==> src/rtl/clkdiv_pkg.sv <==
package clkdiv_pkg;
  localparam int unsigned CODE_W = 3;
  typedef logic [CODE_W-1:0] code_t;

  typedef struct packed {
    code_t code;
    logic  oneshot;
    logic  sync_en;
    logic  dcs_req;
  } ctrl_t;

  localparam ctrl_t CTRL_RST = '0;
  localparam logic [CODE_W:0] TWO = 2;

  // cycles of high level for ratio code c (ratio c+1)
  function automatic logic [CODE_W:0] high_len(code_t c);
    return ({1'b0, c} + TWO) >> 1;
  endfunction
endpackage

==> src/rtl/clkdiv_ctrl.sv <==
module clkdiv_ctrl
  import clkdiv_pkg::*;
#(
  parameter int unsigned ADDR_W      = 12,
  parameter int unsigned DATA_W      = 8,
  parameter logic [ADDR_W-1:0] CTRL_ADDR = 12'h100,
  parameter int unsigned DCS_BIT     = 0,
  parameter int unsigned SYNC_EN_BIT = 1,
  parameter int unsigned ONESHOT_BIT = 2,
  parameter int unsigned CODE_LSB    = 4
) (
  input  logic              clk_i,
  input  logic              rst_ni,
  input  logic              wr_en_i,
  input  logic [ADDR_W-1:0] wr_addr_i,
  input  logic [DATA_W-1:0] wr_data_i,
  input  logic              sync_acc_i,
  output ctrl_t             ctrl_o,
  output logic              armed_o,
  output logic              hit_o
);
  localparam logic [DATA_W-1:0] ONE = 1;
  localparam logic [DATA_W-1:0] CODE_MASK = {{(DATA_W-CODE_W){1'b0}}, {CODE_W{1'b1}}} << CODE_LSB;
  localparam logic [DATA_W-1:0] USED_MASK = CODE_MASK | (ONE << DCS_BIT)
                                          | (ONE << SYNC_EN_BIT) | (ONE << ONESHOT_BIT);

  ctrl_t ctrl_q;
  logic  armed_q;
  logic  unused_bits;

  assign hit_o       = wr_en_i && (wr_addr_i == CTRL_ADDR);
  assign unused_bits = |(wr_data_i & ~USED_MASK);

  always_ff @(posedge clk_i or negedge rst_ni) begin
    if (!rst_ni) begin
      ctrl_q  <= CTRL_RST;
      armed_q <= 1'b0;
    end else if (hit_o) begin
      ctrl_q.code    <= wr_data_i[CODE_LSB +: CODE_W];
      ctrl_q.oneshot <= wr_data_i[ONESHOT_BIT];
      ctrl_q.sync_en <= wr_data_i[SYNC_EN_BIT];
      ctrl_q.dcs_req <= wr_data_i[DCS_BIT];
      armed_q        <= 1'b1;
    end else if (sync_acc_i && ctrl_q.oneshot) begin
      armed_q <= 1'b0;
    end
  end

  assign ctrl_o  = ctrl_q;
  assign armed_o = armed_q & ctrl_q.oneshot;
endmodule

==> src/rtl/clkdiv_sync_edge.sv <==
module clkdiv_sync_edge #(
  parameter int unsigned STAGES = 2
) (
  input  logic clk_i,
  input  logic rst_ni,
  input  logic sync_i,
  output logic edge_o
);
  logic [STAGES-1:0] sh_q;
  logic              prev_q;

  always_ff @(posedge clk_i or negedge rst_ni) begin
    if (!rst_ni) begin
      sh_q   <= '0;
      prev_q <= 1'b0;
    end else begin
      sh_q   <= {sh_q[STAGES-2:0], sync_i};
      prev_q <= sh_q[STAGES-1];
    end
  end

  assign edge_o = sh_q[STAGES-1] & ~prev_q;
endmodule

==> src/rtl/clkdiv_core.sv <==
module clkdiv_core
  import clkdiv_pkg::*;
(
  input  logic  clk_i,
  input  logic  rst_ni,
  input  code_t code_i,
  input  logic  resync_i,
  output logic  div_o,
  output code_t cnt_o,
  output code_t code_act_o,
  output logic  wrap_o
);
  code_t cnt_q, act_q, cnt_nx;
  logic  div_q;

  assign wrap_o = (cnt_q == act_q);
  assign cnt_nx = cnt_q + 1'b1;

  always_ff @(posedge clk_i or negedge rst_ni) begin
    if (!rst_ni) begin
      cnt_q <= '0;
      act_q <= '0;
      div_q <= 1'b1;
    end else if (resync_i || wrap_o) begin
      // new period: ratio is latched only here
      cnt_q <= '0;
      act_q <= code_i;
      div_q <= 1'b1;
    end else begin
      cnt_q <= cnt_nx;
      div_q <= ({1'b0, cnt_nx} < high_len(act_q));
    end
  end

  assign div_o      = div_q;
  assign cnt_o      = cnt_q;
  assign code_act_o = act_q;
endmodule

==> src/rtl/clkdiv_top.sv <==
module clkdiv_top
  import clkdiv_pkg::*;
#(
  parameter int unsigned ADDR_W      = 12,
  parameter int unsigned DATA_W      = 8,
  parameter logic [ADDR_W-1:0] CTRL_ADDR = 12'h100,
  parameter int unsigned SYNC_STAGES = 2
) (
  input  logic              clk_i,
  input  logic              rst_ni,
  input  logic              wr_en_i,
  input  logic [ADDR_W-1:0] wr_addr_i,
  input  logic [DATA_W-1:0] wr_data_i,
  input  logic              sync_i,
  output logic              div_clk_o,
  output logic              dcs_en_o,
  output logic              armed_o
);
  ctrl_t ctrl;
  logic  ctrl_hit, sync_edge, sync_acc, wrap;
  code_t cnt, code_act;

  clkdiv_ctrl #(
    .ADDR_W   (ADDR_W),
    .DATA_W   (DATA_W),
    .CTRL_ADDR(CTRL_ADDR)
  ) u_ctrl (
    .clk_i     (clk_i),
    .rst_ni    (rst_ni),
    .wr_en_i   (wr_en_i),
    .wr_addr_i (wr_addr_i),
    .wr_data_i (wr_data_i),
    .sync_acc_i(sync_acc),
    .ctrl_o    (ctrl),
    .armed_o   (armed_o),
    .hit_o     (ctrl_hit)
  );

  clkdiv_sync_edge #(.STAGES(SYNC_STAGES)) u_sync (
    .clk_i (clk_i),
    .rst_ni(rst_ni),
    .sync_i(sync_i),
    .edge_o(sync_edge)
  );

  assign sync_acc = sync_edge && ctrl.sync_en && (!ctrl.oneshot || armed_o);

  clkdiv_core u_core (
    .clk_i     (clk_i),
    .rst_ni    (rst_ni),
    .code_i    (ctrl.code),
    .resync_i  (sync_acc),
    .div_o     (div_clk_o),
    .cnt_o     (cnt),
    .code_act_o(code_act),
    .wrap_o    (wrap)
  );

  assign dcs_en_o = ctrl.dcs_req || (ctrl.code != '0);
endmodule

==> config.mk <==
export PLATFORM = sky130hd
export DESIGN_NAME = clkdiv_top
export DESIGN_NICKNAME = d
export VERILOG_FILES = /design/src/rtl/clkdiv_pkg.sv /design/src/rtl/clkdiv_ctrl.sv /design/src/rtl/clkdiv_sync_edge.sv /design/src/rtl/clkdiv_core.sv /design/src/rtl/clkdiv_top.sv
export SDC_FILE = /design/constraint.sdc
export NUM_CORES = 1
export LEC_CHECK = 0
export BUFFER_PORTS_ARGS = -buffer_cell sky130_fd_sc_hd__buf_2
export CAP_MARGIN = 20
export CORE_UTILIZATION = 43
export CTS_CLUSTER_DIAMETER = 100
export CTS_CLUSTER_SIZE = 30
export DETAILED_ROUTE_END_ITERATION = 6
export GPL_TIMING_DRIVEN = 0
export MAX_ROUTING_LAYER = met4
export PLACE_DENSITY = 0.75
export SLEW_MARGIN = 25
export SYNTH_ARGS = -nofsm -noshare
export SYNTH_HDL_FRONTEND = slang
export SYNTH_HIERARCHICAL = 1
export SYNTH_SLANG_ARGS = --single-unit
==> constraint.sdc <==
create_clock -name clk_i -period 1.5 [get_ports clk_i]
set_clock_uncertainty 0.2 [all_clocks]
set_input_delay 0.15 -clock clk_i [delete_from_list [all_inputs] [get_ports clk_i]]
set_output_delay 0.15 -clock clk_i [all_outputs]
set_load 0.005 [all_outputs]
## Word-level counts from Yosys, hierarchy flattened

Index checks and enable logic that the tools add are counted.

- Bitwise operators: 3
- Equal/unequal tests: 2
- Muxes and demuxes: 4
- Add/subtract/negate cells: 2
- Reductions and logical operators: 10
- Order comparisons: 1

Operator list:

| cell | number |
|---|---|
| 12-bit by 9-bit == test with 1-bit output (second input constant) | 1 |
| 3-bit by 2-bit adder with 4-bit output (second input constant) | 1 |
| 1-bit logical AND | 4 |
| 3-bit by 1-bit adder with 3-bit output (second input constant) | 1 |
| 3-bit == test | 1 |
| 1-bit logical OR | 3 |
| 3-bit less-than comparator | 1 |
| 1-bit two-way mux | 3 |
| 3-bit two-way mux | 1 |
| 3-bit nonzero test | 1 |
| 1-bit AND | 2 |
| 2-bit nonzero test | 1 |
| 1-bit zero test | 1 |
| 1-bit inverter | 1 |

- Register bits: 17

## Logic depth before layout (Yosys ltp)

- Word-level depth: 7
- Gate-level depth with buffers: 6
- Depth with buffers taken out: 6

## Cells and area by module

Netlist, hierarchy kept.

By module, submodules not included:

| module | cells each | area an instance (sq um) | seq. area each (sq um) | times used |
|---|---|---|---|---|
| clkdiv_core | 33 | 405.4 | 176.4 | 1 |
| clkdiv_ctrl | 23 | 315.3 | 175.2 | 1 |
| clkdiv_sync_edge | 4 | 88.8 | 75.1 | 1 |
| clkdiv_top | 4 | 20.0 | 0.0 | 1 |

## Worst setup path after synthesis

No wires, ideal clock.

- Path kind: reg2reg
- Start: reg u_core.cnt_q[1], in the netlist u_core/cnt_o[1]
- End: reg u_core.div_q, in the netlist u_core/div_o
- Required time: 1221 ps
- Cell stages (with the launch flop): 6
- Setup slack: -149 ps
- Data arrival time: 1371 ps
- Path through: dfrtp_1 > ha_1 > ha_1 > a21boi_0 > o21a_1 > o21ai_0

- Word-level cells in the longest chain between the ends: 3

Ends and longest elaborated chain:

| element | line | text |
|---|---|---|
| start, declared | clkdiv_core.sv:13 | `code_t cnt_q, act_q, cnt_nx;` |
| start signal, assigned | clkdiv_core.sv:30 | `cnt_q <= cnt_nx;` |
| 3-bit by 1-bit adder with 3-bit output / 3-bit == test (equally long branches) | clkdiv_core.sv:17, clkdiv_core.sv:16 |  |
| 3-bit less-than comparator / 1-bit logical OR (equally long branches) | clkdiv_core.sv:31, clkdiv_core.sv:24 |  |
| 1-bit two-way mux (*) | clkdiv_core.sv:24 | `end else if (resync_i \|\| wrap_o) begin` |
| end signal, assigned | clkdiv_core.sv:31 | `div_q <= ({1'b0, cnt_nx} < high_len(act_q));` |
| end, declared | clkdiv_core.sv:14 | `logic div_q;` |

Mark *: on every way between the ends. The rest lies on a longest branch, timed or not.
A chain may end at the register's enable or synchronous reset.

## Worst setup path in the final report

- Start: reg u_core.act_q[1], in the netlist u_core/code_act_o[1]
- End: reg u_core.div_q, in the netlist u_core/div_o

- Word-level cells in the longest chain between the ends: 3

Ends and longest elaborated chain:

| element | line | text |
|---|---|---|
| start, declared | clkdiv_core.sv:13 |  |
| start signal, assigned | clkdiv_core.sv:27 | `act_q <= code_i;` |
| 3-bit by 2-bit adder with 4-bit output / 3-bit == test (equally long branches) | clkdiv_pkg.sv:17, clkdiv_core.sv:16 |  |
| 3-bit less-than comparator / 1-bit logical OR (equally long branches) | clkdiv_core.sv:31, clkdiv_core.sv:24 |  |
| 1-bit two-way mux (*) | clkdiv_core.sv:24 |  |

Marks and branches as above.

==> results.ini <==
[run_status]
status = finished with violations
violations = setup timing

[critical_path]
crit_fanout = 2
start_kind = register
required_ns = 1.51
setup.worst_path.end = u_core/div_o$_DFF_PN1_
cp.depth = 6
path_delay_family = adder cells
critPathSlowestCell = dfrtp_2
crit_path_end_kind = register
timing.rr.start = u_core/code_act_o[1]$_DFFE_PN0P_
r2r-end = u_core/div_o$_DFF_PN1_
startpoint = u_core/code_act_o[1]$_DFFE_PN0P_
r2r_slack_ns = -0.26
cpPeakStageDelay_ns = 0.44
worstPathCellList = ha_4, inv_1, ha_1, a21boi_1, o21a_1, o21ai_1
r2r_cells = 6
critical_path_class = register to register
worst-path-buf-inv = 1
crit_arrival_ns = 1.77

[sta]
drv_slew = 0
hold_viol = 0
relSlewSlack = 0.747
tns_ns = -0.973
layout_min_cycle_time_ns = 1.76
finalCritPeriodShare = 1.17
holdWs_ns = 0.0357
tightest_slew_ns = 0.380
setup_violations = 8
fmax_mhz = 568
fin_ws_ns = -0.261
grt_setup_unrepaired = true

[drt]
antenna_left = 0
routedWlPerCell_microns = 13.6
drtPass1Iterations = 4
routed_wl_microns = 1830
drc = 0
vias = 656
routed_via_density = 4.86
dr.first_iter.drc_count = 8

[finish]
layout.cells.non_filler = 135
area_delta_synth_final_pct = 52.7
final_util = 0.715
multiInputGateArea_sq_um = 459
fin_nets = 139
drive_gt1_frac = 0.591
antenna_cells = 0
fillers = 145
ff_latch_area_sq_um = 428

[floorplanning]
core_sq_um = 1760
die_h_microns = 45.8
die_area_sq_um = 2100
die_w_microns = 45.8
io_pins = 27
rows = 15
initial_utilization = 0.468

[clock_tree]
cts.htree.levels = 1
clkSinkCount = 17
tritoncts = done
cts_root_buf = clkbuf_4
clk_pin_slew_ns = 0.10
cts_buffer_depth = 2
cts_inserted_buffers = 3
clk_latency_ns = 0.29

[placed_design]
place_congestion = 0.811
hpwl_microns = 1070
dp_cells = 112
port_buffers = 24
pre_cts_slack_ns = -0.214

[global_route]
grt_pass1_vias = 649
grt_remaining_overflow = 0
antenna_found_initial = 0
grt_util_all_layers = 0.201
grt_max_degree = 18
grt_pass1_wl_microns = 2770

[hold_path]
min_from = wr_addr_i[6]
hold_path.class = primary input to register

[power_and_ir_drop]
p_leak_nw = 0.624
ir_worst_vdd_v = 0.000677
powerDensity_nw_per_um2 = 1130

[yosys]
yosysWarnings = 6
avgSynthCellArea_sq_um = 13.1
syn_nets = 91
synthCells = 63
syn_area_sq_um = 826

[flow_run]
max-cap-violations = 0

-- power breakdown --
part / total [W] / switching (W) / internal (W)
clock network: 0.000241 / 0.000142 / 0.0000991
registers: 0.000556 / 0.0000439 / 0.000512
logic: 0.000628 / 0.000270 / 0.000358
total: 0.00143 / 0.000456 / 0.000969
-- cell type report --
class                           count  area share
Timing Repair Buffer               43       0.238
Sequential cell                    17       0.339
Inverter                            4      0.0119
Clock inverter                      1     0.00397
Tap cell                           25      0.0248
Clock buffer                        3      0.0179
Multi-Input combinational cell     42       0.364
-- repair_timing --
action / 4_1_cts / 5_1_grt
setup buffers: 8 / 3
endpoints found under the hold margin: 24 / 0
endpoints found under the setup margin: 5 / 9
gates resized for setup: 6 / 10
hold buffers: 8 / 0
pin swaps: 6 / 3
gates cloned: 0 / 0
-- worst min-delay path, stage by stage --
cell	delay, ns
buf_2	0.07
nor2_1	0.03
nand4_2	0.16
nand2_1	0.08
-- registers in the layout, summed over array words and instances, names as in the netlist --
signal	count
u_core/cnt_o	3
u_core/code_act_o	3
u_core/div_o	1
u_ctrl/armed_q	1
u_ctrl/ctrl_o	6
u_sync/prev_q	1
u_sync/sh_q	2
-- metrics by stage --
stage               cell area (sq um)  power, W
floorplan                         830  0.000820
global placement                  981  0.000906
detailed placement                981  0.000924
CTS                              1170   0.00135
global route                     1260   0.00150
finish                           1260   0.00143
-- worst min-delay path by stage --
stage	end	slack, ns	cells after the start
after global routing	u_ctrl/armed_q$_DFFE_PN0P_	0.04	4
after CTS	u_ctrl/armed_q$_DFFE_PN0P_	0.03	4
after global placement	u_core/cnt_o[2]$_DFF_PN0_	-0.11	1
after floorplan	u_core/cnt_o[0]$_DFF_PN0_	-0.35	0
after detailed placement	u_core/cnt_o[2]$_DFF_PN0_	-0.11	1
final	u_ctrl/armed_q$_DFFE_PN0P_	0.04	4
-- cells in the final DEF (no fill, tap or decap), types with 2 or more instances in the layout --
cell / n
clkbuf_4: 3
inv_1: 4
nand2_1: 4
and2_4: 2
dlygate4sd3_1: 8
mux2_2: 6
ha_1: 2
buf_4: 8
mux2_4: 2
buf_2: 23
ha_4: 2
buf_6: 4
a21oi_4: 2
dfrtp_1: 15
-- layer usage --
| layer | track usage | vias up | routed length, microns |
|---|---|---|---|
| li1 | - | 313 | - |
| met1 | 0.219 | 313 | 742 |
| met2 | 0.346 | 26 | 966 |
| met3 | 0.0357 | 4 | 79 |
| met4 | 0.106 | 0 | 42 |
| met5 | - | - | 0 |
Power figures use the tool's default switching activity.
